## src/rtl/rfsh_pkg.sv

```systemverilog
package rfsh_pkg;

  localparam int NUM_CS = 4;

  typedef enum logic [3:0] {
    ST_IDLE, ST_PRE0, ST_PRE1, ST_PRE2, ST_TRP,
    ST_REF0, ST_REF1, ST_REF2, ST_REC,
    ST_SRE,  ST_SLP,  ST_SRX
  } rf_state_e;

  // chip-select patterns per stagger group (bit i drives rank i)
  localparam logic [NUM_CS-1:0] GRP0_CSN = 4'b0110;
  localparam logic [NUM_CS-1:0] GRP1_CSN = 4'b1101;
  localparam logic [NUM_CS-1:0] GRP2_CSN = 4'b1011;

  // {ras_n, cas_n, we_n}
  localparam logic [2:0] CMD_NOP  = 3'b111;
  localparam logic [2:0] CMD_PREA = 3'b010;
  localparam logic [2:0] CMD_REF  = 3'b001;

endpackage

```

## src/rtl/rfsh_post_ctr.sv

```systemverilog
module rfsh_post_ctr #(
  parameter int MAX = 8,
  parameter int PW  = $clog2(MAX + 1)
) (
  input  logic          clk,
  input  logic          rst_n,
  input  logic          tick,
  input  logic          load_tick,
  input  logic          zero,
  output logic [PW-1:0] cnt,
  output logic          full
);

  localparam logic [PW-1:0] CMAX = PW'(MAX);

  always_ff @(posedge clk) begin
    if (!rst_n)          cnt <= '0;
    else if (zero)       cnt <= '0;
    else if (load_tick)  cnt <= tick ? PW'(1) : '0;
    else if (tick && cnt < CMAX) cnt <= cnt + PW'(1);
  end

  assign full = (cnt == CMAX);

  // never beyond the saturation limit
  p_sat_limit_r1: assert property (@(posedge clk) disable iff (!rst_n)
    cnt <= CMAX);

  // a free tick below the limit adds exactly one
  p_tick_inc_r1: assert property (@(posedge clk) disable iff (!rst_n)
    (tick && !load_tick && !zero && cnt < CMAX) |=> cnt == $past(cnt) + PW'(1));

endmodule

```

## src/rtl/rfsh_cmd_enc.sv

```systemverilog
module rfsh_cmd_enc
  import rfsh_pkg::*;
(
  input  rf_state_e         st,
  output logic [NUM_CS-1:0] cs_n,
  output logic              ras_n,
  output logic              cas_n,
  output logic              we_n,
  output logic              cke
);

  logic [2:0] code;

  always_comb begin
    cs_n = '1;
    code = CMD_NOP;
    cke  = 1'b1;
    unique case (st)
      ST_PRE0: begin cs_n = GRP0_CSN; code = CMD_PREA; end
      ST_PRE1: begin cs_n = GRP1_CSN; code = CMD_PREA; end
      ST_PRE2: begin cs_n = GRP2_CSN; code = CMD_PREA; end
      ST_REF0: begin cs_n = GRP0_CSN; code = CMD_REF;  end
      ST_REF1: begin cs_n = GRP1_CSN; code = CMD_REF;  end
      ST_REF2: begin cs_n = GRP2_CSN; code = CMD_REF;  end
      ST_SRE:  begin cs_n = '0; code = CMD_REF; cke = 1'b0; end
      ST_SLP:  cke = 1'b0;
      default: ;
    endcase
  end

  assign {ras_n, cas_n, we_n} = code;

endmodule

```

## src/rtl/dram_rfsh_stagger.sv

```systemverilog
module dram_rfsh_stagger
  import rfsh_pkg::*;
#(
  parameter int PEND_MAX = 8,
  parameter int TRP_W    = 4,
  parameter int REC_W    = 6,
  parameter int EXT_W    = 4
) (
  input  logic               clk,
  input  logic               rst_n,
  input  logic               rfsh_tick,
  input  logic [TRP_W-1:0]   cfg_trp,
  input  logic [REC_W-1:0]   cfg_rec_base,
  input  logic [EXT_W-1:0]   cfg_rec_ext,
  input  logic               sleep_req,
  input  logic               self_rfsh_en,
  output logic               rf_req,
  output logic               rf_urgent,
  input  logic               rf_grant,
  output logic               busy,
  output logic [NUM_CS-1:0]  cmd_cs_n,
  output logic               cmd_ras_n,
  output logic               cmd_cas_n,
  output logic               cmd_we_n,
  output logic               cmd_cke
);

  localparam int PW   = $clog2(PEND_MAX + 1);
  localparam int SUMW = ((REC_W > EXT_W) ? REC_W : EXT_W) + 1;
  localparam int CW   = ((SUMW > TRP_W) ? SUMW : TRP_W) + 1;

  rf_state_e        st;
  logic [CW-1:0]    cnt, trp_q, rec_q;
  logic [PW-1:0]    pass_q, pend;
  logic             sr_q, pend_full;
  logic             sr_go, sleep_quiet, grant_ok, ctr_zero, ctr_load;
  logic [SUMW-1:0]  rec_sum;
  logic [CW-1:0]    rec_eff, cnt_nx;

  assign sr_go       = sleep_req && self_rfsh_en;
  assign sleep_quiet = sleep_req && !self_rfsh_en;
  assign rf_req      = (st == ST_IDLE) && !sleep_quiet && ((pend != '0) || sr_go);
  assign rf_urgent   = rf_req && pend_full;
  assign grant_ok    = rf_req && rf_grant;
  assign busy        = (st != ST_IDLE);

  assign rec_sum = SUMW'(cfg_rec_base) + SUMW'(cfg_rec_ext);
  assign rec_eff = (rec_sum == '0) ? CW'(1) : CW'(rec_sum);
  assign cnt_nx  = cnt + CW'(1);

  assign ctr_load = grant_ok && !sr_go;
  assign ctr_zero = (grant_ok && sr_go) || (busy && sr_q);

  rfsh_post_ctr #(.MAX(PEND_MAX), .PW(PW)) u_post (
    .clk(clk), .rst_n(rst_n), .tick(rfsh_tick),
    .load_tick(ctr_load), .zero(ctr_zero),
    .cnt(pend), .full(pend_full)
  );

  always_ff @(posedge clk) begin
    if (!rst_n) begin
      st     <= ST_IDLE;
      cnt    <= '0;
      trp_q  <= '0;
      rec_q  <= CW'(1);
      pass_q <= '0;
      sr_q   <= 1'b0;
    end else begin
      unique case (st)
        ST_IDLE: if (grant_ok) begin
          st     <= ST_PRE0;
          cnt    <= '0;
          trp_q  <= CW'(cfg_trp);
          rec_q  <= rec_eff;
          sr_q   <= sr_go;
          pass_q <= pend;
        end
        ST_PRE0: begin st <= ST_PRE1; cnt <= cnt_nx; end
        ST_PRE1: begin st <= ST_PRE2; cnt <= cnt_nx; end
        ST_PRE2, ST_TRP: begin
          cnt <= cnt_nx;
          if (cnt_nx >= trp_q) st <= sr_q ? ST_SRE : ST_REF0;
          else                 st <= ST_TRP;
        end
        ST_REF0: st <= ST_REF1;
        ST_REF1: st <= ST_REF2;
        ST_REF2: begin
          st     <= ST_REC;
          cnt    <= '0;
          pass_q <= pass_q - PW'(1);
        end
        ST_REC: begin
          cnt <= cnt_nx;
          if (cnt_nx >= rec_q) st <= (pass_q != '0) ? ST_REF0 : ST_IDLE;
        end
        ST_SRE: st <= ST_SLP;
        ST_SLP: if (!sleep_req) begin st <= ST_SRX; cnt <= '0; end
        ST_SRX: begin
          cnt <= cnt_nx;
          if (cnt_nx >= rec_q) st <= ST_IDLE;
        end
        default: st <= ST_IDLE;
      endcase
    end
  end

  rfsh_cmd_enc u_enc (
    .st(st), .cs_n(cmd_cs_n), .ras_n(cmd_ras_n), .cas_n(cmd_cas_n),
    .we_n(cmd_we_n), .cke(cmd_cke)
  );

  // no new request while a sequence or its recovery is running
  p_req_quiet_r5: assert property (@(posedge clk) disable iff (!rst_n)
    rf_req |-> !busy);

  // busy ends only out of a recovery window
  p_busy_end_r5: assert property (@(posedge clk) disable iff (!rst_n)
    $fell(busy) |-> ($past(st) == ST_REC || $past(st) == ST_SRX));

  // the first refresh group only follows precharge or recovery
  p_ref_order_r3: assert property (@(posedge clk) disable iff (!rst_n)
    (st == ST_REF0) |-> ($past(st) == ST_PRE2 || $past(st) == ST_TRP || $past(st) == ST_REC));

  // outside self-refresh entry at most two ranks are selected at once
  p_stagger_r2: assert property (@(posedge clk) disable iff (!rst_n)
    (st != ST_SRE) |-> ($countones(cmd_cs_n) >= 2));

  // clock enable is low only on entry and during sleep
  p_cke_low_r9: assert property (@(posedge clk) disable iff (!rst_n)
    !cmd_cke |-> (st == ST_SRE || st == ST_SLP));

  // sleep without self-refresh never starts a sequence
  p_quiet_sleep_r10: assert property (@(posedge clk) disable iff (!rst_n)
    (st == ST_IDLE && sleep_quiet) |=> st == ST_IDLE);

endmodule

```

## config.mk

```make
export PLATFORM = sky130hd
export DESIGN_NAME = dram_rfsh_stagger
export DESIGN_NICKNAME = d
export VERILOG_FILES = /design/src/rtl/rfsh_pkg.sv /design/src/rtl/rfsh_post_ctr.sv /design/src/rtl/rfsh_cmd_enc.sv /design/src/rtl/dram_rfsh_stagger.sv
export SDC_FILE = /design/constraint.sdc
export NUM_CORES = 1
export LEC_CHECK = 0
export CAP_MARGIN = 20
export CORE_MARGIN = 2
export CORE_UTILIZATION = 45
export DETAILED_ROUTE_END_ITERATION = 16
export GPL_TIMING_DRIVEN = 0
export PLACE_DENSITY = 0.73
export SYNTH_ARGS = -nofsm -noshare
export SYNTH_HDL_FRONTEND = slang
export SYNTH_SLANG_ARGS = --single-unit
```

## constraint.sdc

```tcl
create_clock -name clk -period 7.9 [get_ports clk]
set_input_delay 1.185 -clock clk [delete_from_list [all_inputs] [get_ports clk]]
set_output_delay 1.185 -clock clk [all_outputs]
set_load 0.01 [all_outputs]
```

# Word level (Yosys, flattened, before mapping)
# Cells that the tools add are included.
[totals]
ff_bits = 33
inputBits = 20
out_inout_bits = 11
elab_cells = 87
[classes]
add_sub_neg = 4
order_cmp = 3
eq_ne = 16
n_mux = 20
bitwise = 1
n_reduce_logical = 36
[ops]
columns = ["cell", "n"]
rows = [
  ["$pmux 4 s11", 1],
  ["$mux 4", 9],
  ["$pmux 8 s4", 1],
  ["$eq 4x4->1 const B", 5],
  ["$eq 4x3->1 const B", 4],
  ["$mux 8", 2],
  ["$pmux 4 s4", 1],
  ["$reduce_bool 4->1", 4],
  ["$reduce_or 2->1", 6],
  ["$logic_and 1x1->1", 10],
  ["$add 8x1->8 const B", 1],
  ["$eq 4x2->1 const B", 2],
  ["$ge 8x4->1", 1],
  ["$ge 8x8->1", 1],
  ["$ne 2x2->1 const B", 4],
  ["$pmux 4 s2", 1],
  ["$add 6x4->7", 1],
  ["$logic_not 7->1", 1],
  ["$mux 7", 1],
  ["$pmux 3 s2", 1],
  ["$reduce_or 6->1", 1],
  ["$add 4x1->4 const B", 1],
  ["$eq 4x1->1 const B", 1],
  ["$logic_not 4->1", 1],
  ["13 further kinds", 19],
]

# Longest topological paths before layout
[depth]
ltp_word = 9
ltp_mapped = 11
depth_no_buf = 11

# Modules after synthesis
# Synthesis repeated with hierarchy kept, for this count alone.
[hier_totals]
cells_unflattened = 297
area_unflattened_um2 = 2456.1
[by_module_without_submodules]
columns = ["module", "instances", "cells_each", "area_per_inst_um2", "seq_area_each_um2"]
rows = [
  ["dram_rfsh_stagger", 1, 257, 2112.0, 560.5],
  ["rfsh_post_ctr", 1, 23, 220.2, 80.1],
  ["rfsh_cmd_enc", 1, 17, 123.9, 0.0],
]

# Least setup slack after synthesis
# No wires, ideal clock.
[synth_path]
path_type = "in2out"
from = "input sleep_req"
to = "output rf_urgent"
arrival_time_ps = 1820
t_required_ps = 6715
setup_slack_ps = 4895
stages = 2
n_path_buf = 0
cell_sequence = "o311a_1 -> and4b_1"
[synth_between]
elab_chain_cells = 5
elab_cells_between_ends = 7
classes_between = "7 x reduce/logical"
[synth_rtl]
columns = ["item", "line_no", "text"]
rows = [
  ["from (decl)", "dram_rfsh_stagger.sv:15", "input logic sleep_req,"],
  ["$logic_and 1x1->1", "dram_rfsh_stagger.sv:41", "assign sleep_quiet = sleep_req && !self_rfsh_en;"],
  ["$logic_not 1->1", "dram_rfsh_stagger.sv:42", "assign rf_req = (st == ST_IDLE) && !sleep_quiet && ((pend != '0) || sr_go);"],
  ["$logic_and 1x1->1", "dram_rfsh_stagger.sv:42", ""],
  ["$logic_and 1x1->1 (*)", "dram_rfsh_stagger.sv:42", ""],
  ["$logic_and 1x1->1 (*)", "dram_rfsh_stagger.sv:43", "assign rf_urgent = rf_req && pend_full;"],
  ["to (decl)", "dram_rfsh_stagger.sv:18", "output logic rf_urgent,"],
]
# Every way passes the cells marked *; elsewhere a longest branch is shown, timed or not.

# Worst setup path in the final report
# Same ends and word-level chain as after synthesis.

==> out/metrics.csv <==
metric;value;unit
status;finished, final reports clean;
Peak VDD IR;123;uV
actual slew at the worst max-slew pin;0.570;ns
M3 GR Usage;0.0296;
Clock Latency Late Sink;0.28;ns
Post-CTS Hold Buffers;0;
area grow syn2layout;20.4;%
Die Ht;76.1;microns
DRT Pass-1 Iters;4;
layout cells sized above 1;0.0583;
vias in the first global route;1988;
global-route total usage across every layer;0.183;
wire per inst;12.7;microns
Max FO, Critical Path;5;
Pins Over Slew Limit;0;
fin util;0.555;
flops & latches, synth;32;
Hold/Removal Path Class;register to register;
H-tree depth;2;
Worst Path Required;6.71;ns
Final ANT Viol Nets;0;
first-pass GRT wire length;8.95;mm
cell area after synthesis;2340;sq um
global routing met1 resource utilization;0.249;
hpwl dp;4.02;mm
gpl congestion;0.942;
DR DRC count;0;
nets@finish;383;
Mapped Nets;346;
worst reg-to-reg path cell count;10;
Unique masters post-synth;49;
final period utilization;0.498;
ant diodes;0;
largest net degree at the start of global routing;11;
Root Buffer;clkbuf_8;
max cap viols;0;
Vias/cell;5.44;
Top Ports;31;
WL final;5.25;mm
overall power;626;uW
clk_skew;0.00845;ns
clock power share;0.206;
sequential fraction of the synthesis area;0.274;
count of final hold-check violations;0;
IO Port Bufs;30;
ys async rst share;0;
GRT met2 Usage;0.297;
Synthesis Warnings;0;
Leak;1.16;nW
CTS Buffer Depth;2;
initial core utilization;0.461;
Finish-stage setup viols;0;
Peak Freq;254;MHz
min cycle time layout;3.93;ns
Post-CTS Resized;0;
initial antenna violation count;0;
post-route design area;2820;sq um
total negative slack;0;ns
Starting DRT DRC Count;272;
Post-synth EDFFs;0;
total die area;5790;sq um
Sequential Power Share;0.323;
RSZ-0062 raised after global routing;false;
combinational power share;0.470;
number of buffers created by CTS;5;
Pwr Density;222;nW/um^2
most common cell after layout, fill and taps aside;nand2_1;
Int Power;386;uW
syn avg cell area;7.67;sq um
kind of critical path;primary input to output pin;
core box area;5070;sq um
GR peak layer;met2;
grt total ovfl;0;
Switching Fraction;0.383;
placed inst area;2730;sq um
CP Data Arrival Time;2.75;ns
Critical Path Start Type;primary input;
slew margin rel.;0.617;
clock-pin transition on the worst setup and hold timing paths;0.06;ns
Vias;2247;
hold path depth;2;
# clock sinks;32;
# rows;26;
TritonCTS clock tree;done;
Post-CTS Setup Inserts;0;
Top FF cell, synth;dfxtp_1;
post-synthesis cell count;305;
Die Wd;76.1;microns
commonest cells after routing, fill and taps aside;nand2_1, dfxtp_1, clkdlybuf4s50_1;
Net Sw Power;239;uW
Setup crit end kind;output pin;
## synthesized netlist by cell type, types with 8 or more instances
master,n,share of area
a21boi_1,10,0.032
a21oi_1,13,0.028
clkbuf_1,12,0.019
dfxtp_1,32,0.27
ha_1,20,0.11
inv_1,21,0.034
nand2_1,38,0.061
nand3_1,13,0.028
nor2_1,19,0.030
nor2b_1,8,0.021
o21ai_0,15,0.032
## registers in the layout, indices dropped and copies added, names as in the netlist
signal      count
cnt             8
rec_q           7
pass_q          4
st              4
trp_q           4
u_post.cnt      4
sr_q            1
## final timing paths
path	startpoint	end	slack [ns]
min reg2reg	rec_q[6]$_SDFFE_PN0P_	rec_q[6]$_SDFFE_PN0P_	0.46
max	sleep_req	rf_urgent	3.97
max reg2reg	cnt[0]$_SDFFE_PN0P_	st[3]$_SDFFE_PN0P_	4.87
min	rec_q[6]$_SDFFE_PN0P_	rec_q[6]$_SDFFE_PN0P_	0.46
## logic make-up after synthesis
| family | after synthesis | share of synthesized area |
|---|---|---|
| and+or+nand+nor | 118 | 0.250 |
| AOI/OAI and AO/OA | 81 | 0.239 |
| buffers and inverters | 40 | 0.0722 |
| DFF | 32 | 0.274 |
| adders and majority gates | 21 | 0.116 |
| xor gates and xnor gates | 13 | 0.0487 |
## area by class of cell
class                   instances  area (sq um)
clock buffers                   8          90.1
flip-flops and latches         32           641
well taps                      70          87.6
multi-input cells             233          1530
repair buffers                 30           300
fillers                       496          2260
plain buffers                  18          86.3
inverters                      22          82.6
## power by group through the flow
stage                     sequential (mW)  combinational, mW  clock, mW
after global routing                0.205              0.330      0.138
final                               0.202              0.294      0.129
after CTS                           0.202              0.295      0.131
after global placement              0.205              0.288          0
after detailed placement            0.205              0.293          0
after floorplan                     0.200              0.199          0
## layer usage
| layer | vias to the layer above | routed length [microns] |
|---|---|---|
| li1 | 1155 | - |
| met1 | 1018 | 2550 |
| met2 | 64 | 2400 |
| met3 | 10 | 193 |
| met4 | 0 | 100 |
| met5 | - | 0 |
## metrics by stage
step,setup slack (ns),cells,hold WS [ns]
after CTS,3.96,413,0.459
after floorplan,4.90,305,0.431
final,3.97,413,0.456
after detailed placement,3.96,405,0.450
after global placement,3.98,405,0.438
after global routing,3.93,413,0.488
## worst max-delay path, cell delays in order
cell             delay, ns
clkdlybuf4s50_1       0.48
o311a_1               0.40
and4b_1               0.21
clkdlybuf4s50_1       0.47
Note: power is estimated with default switching activity, not from simulation.
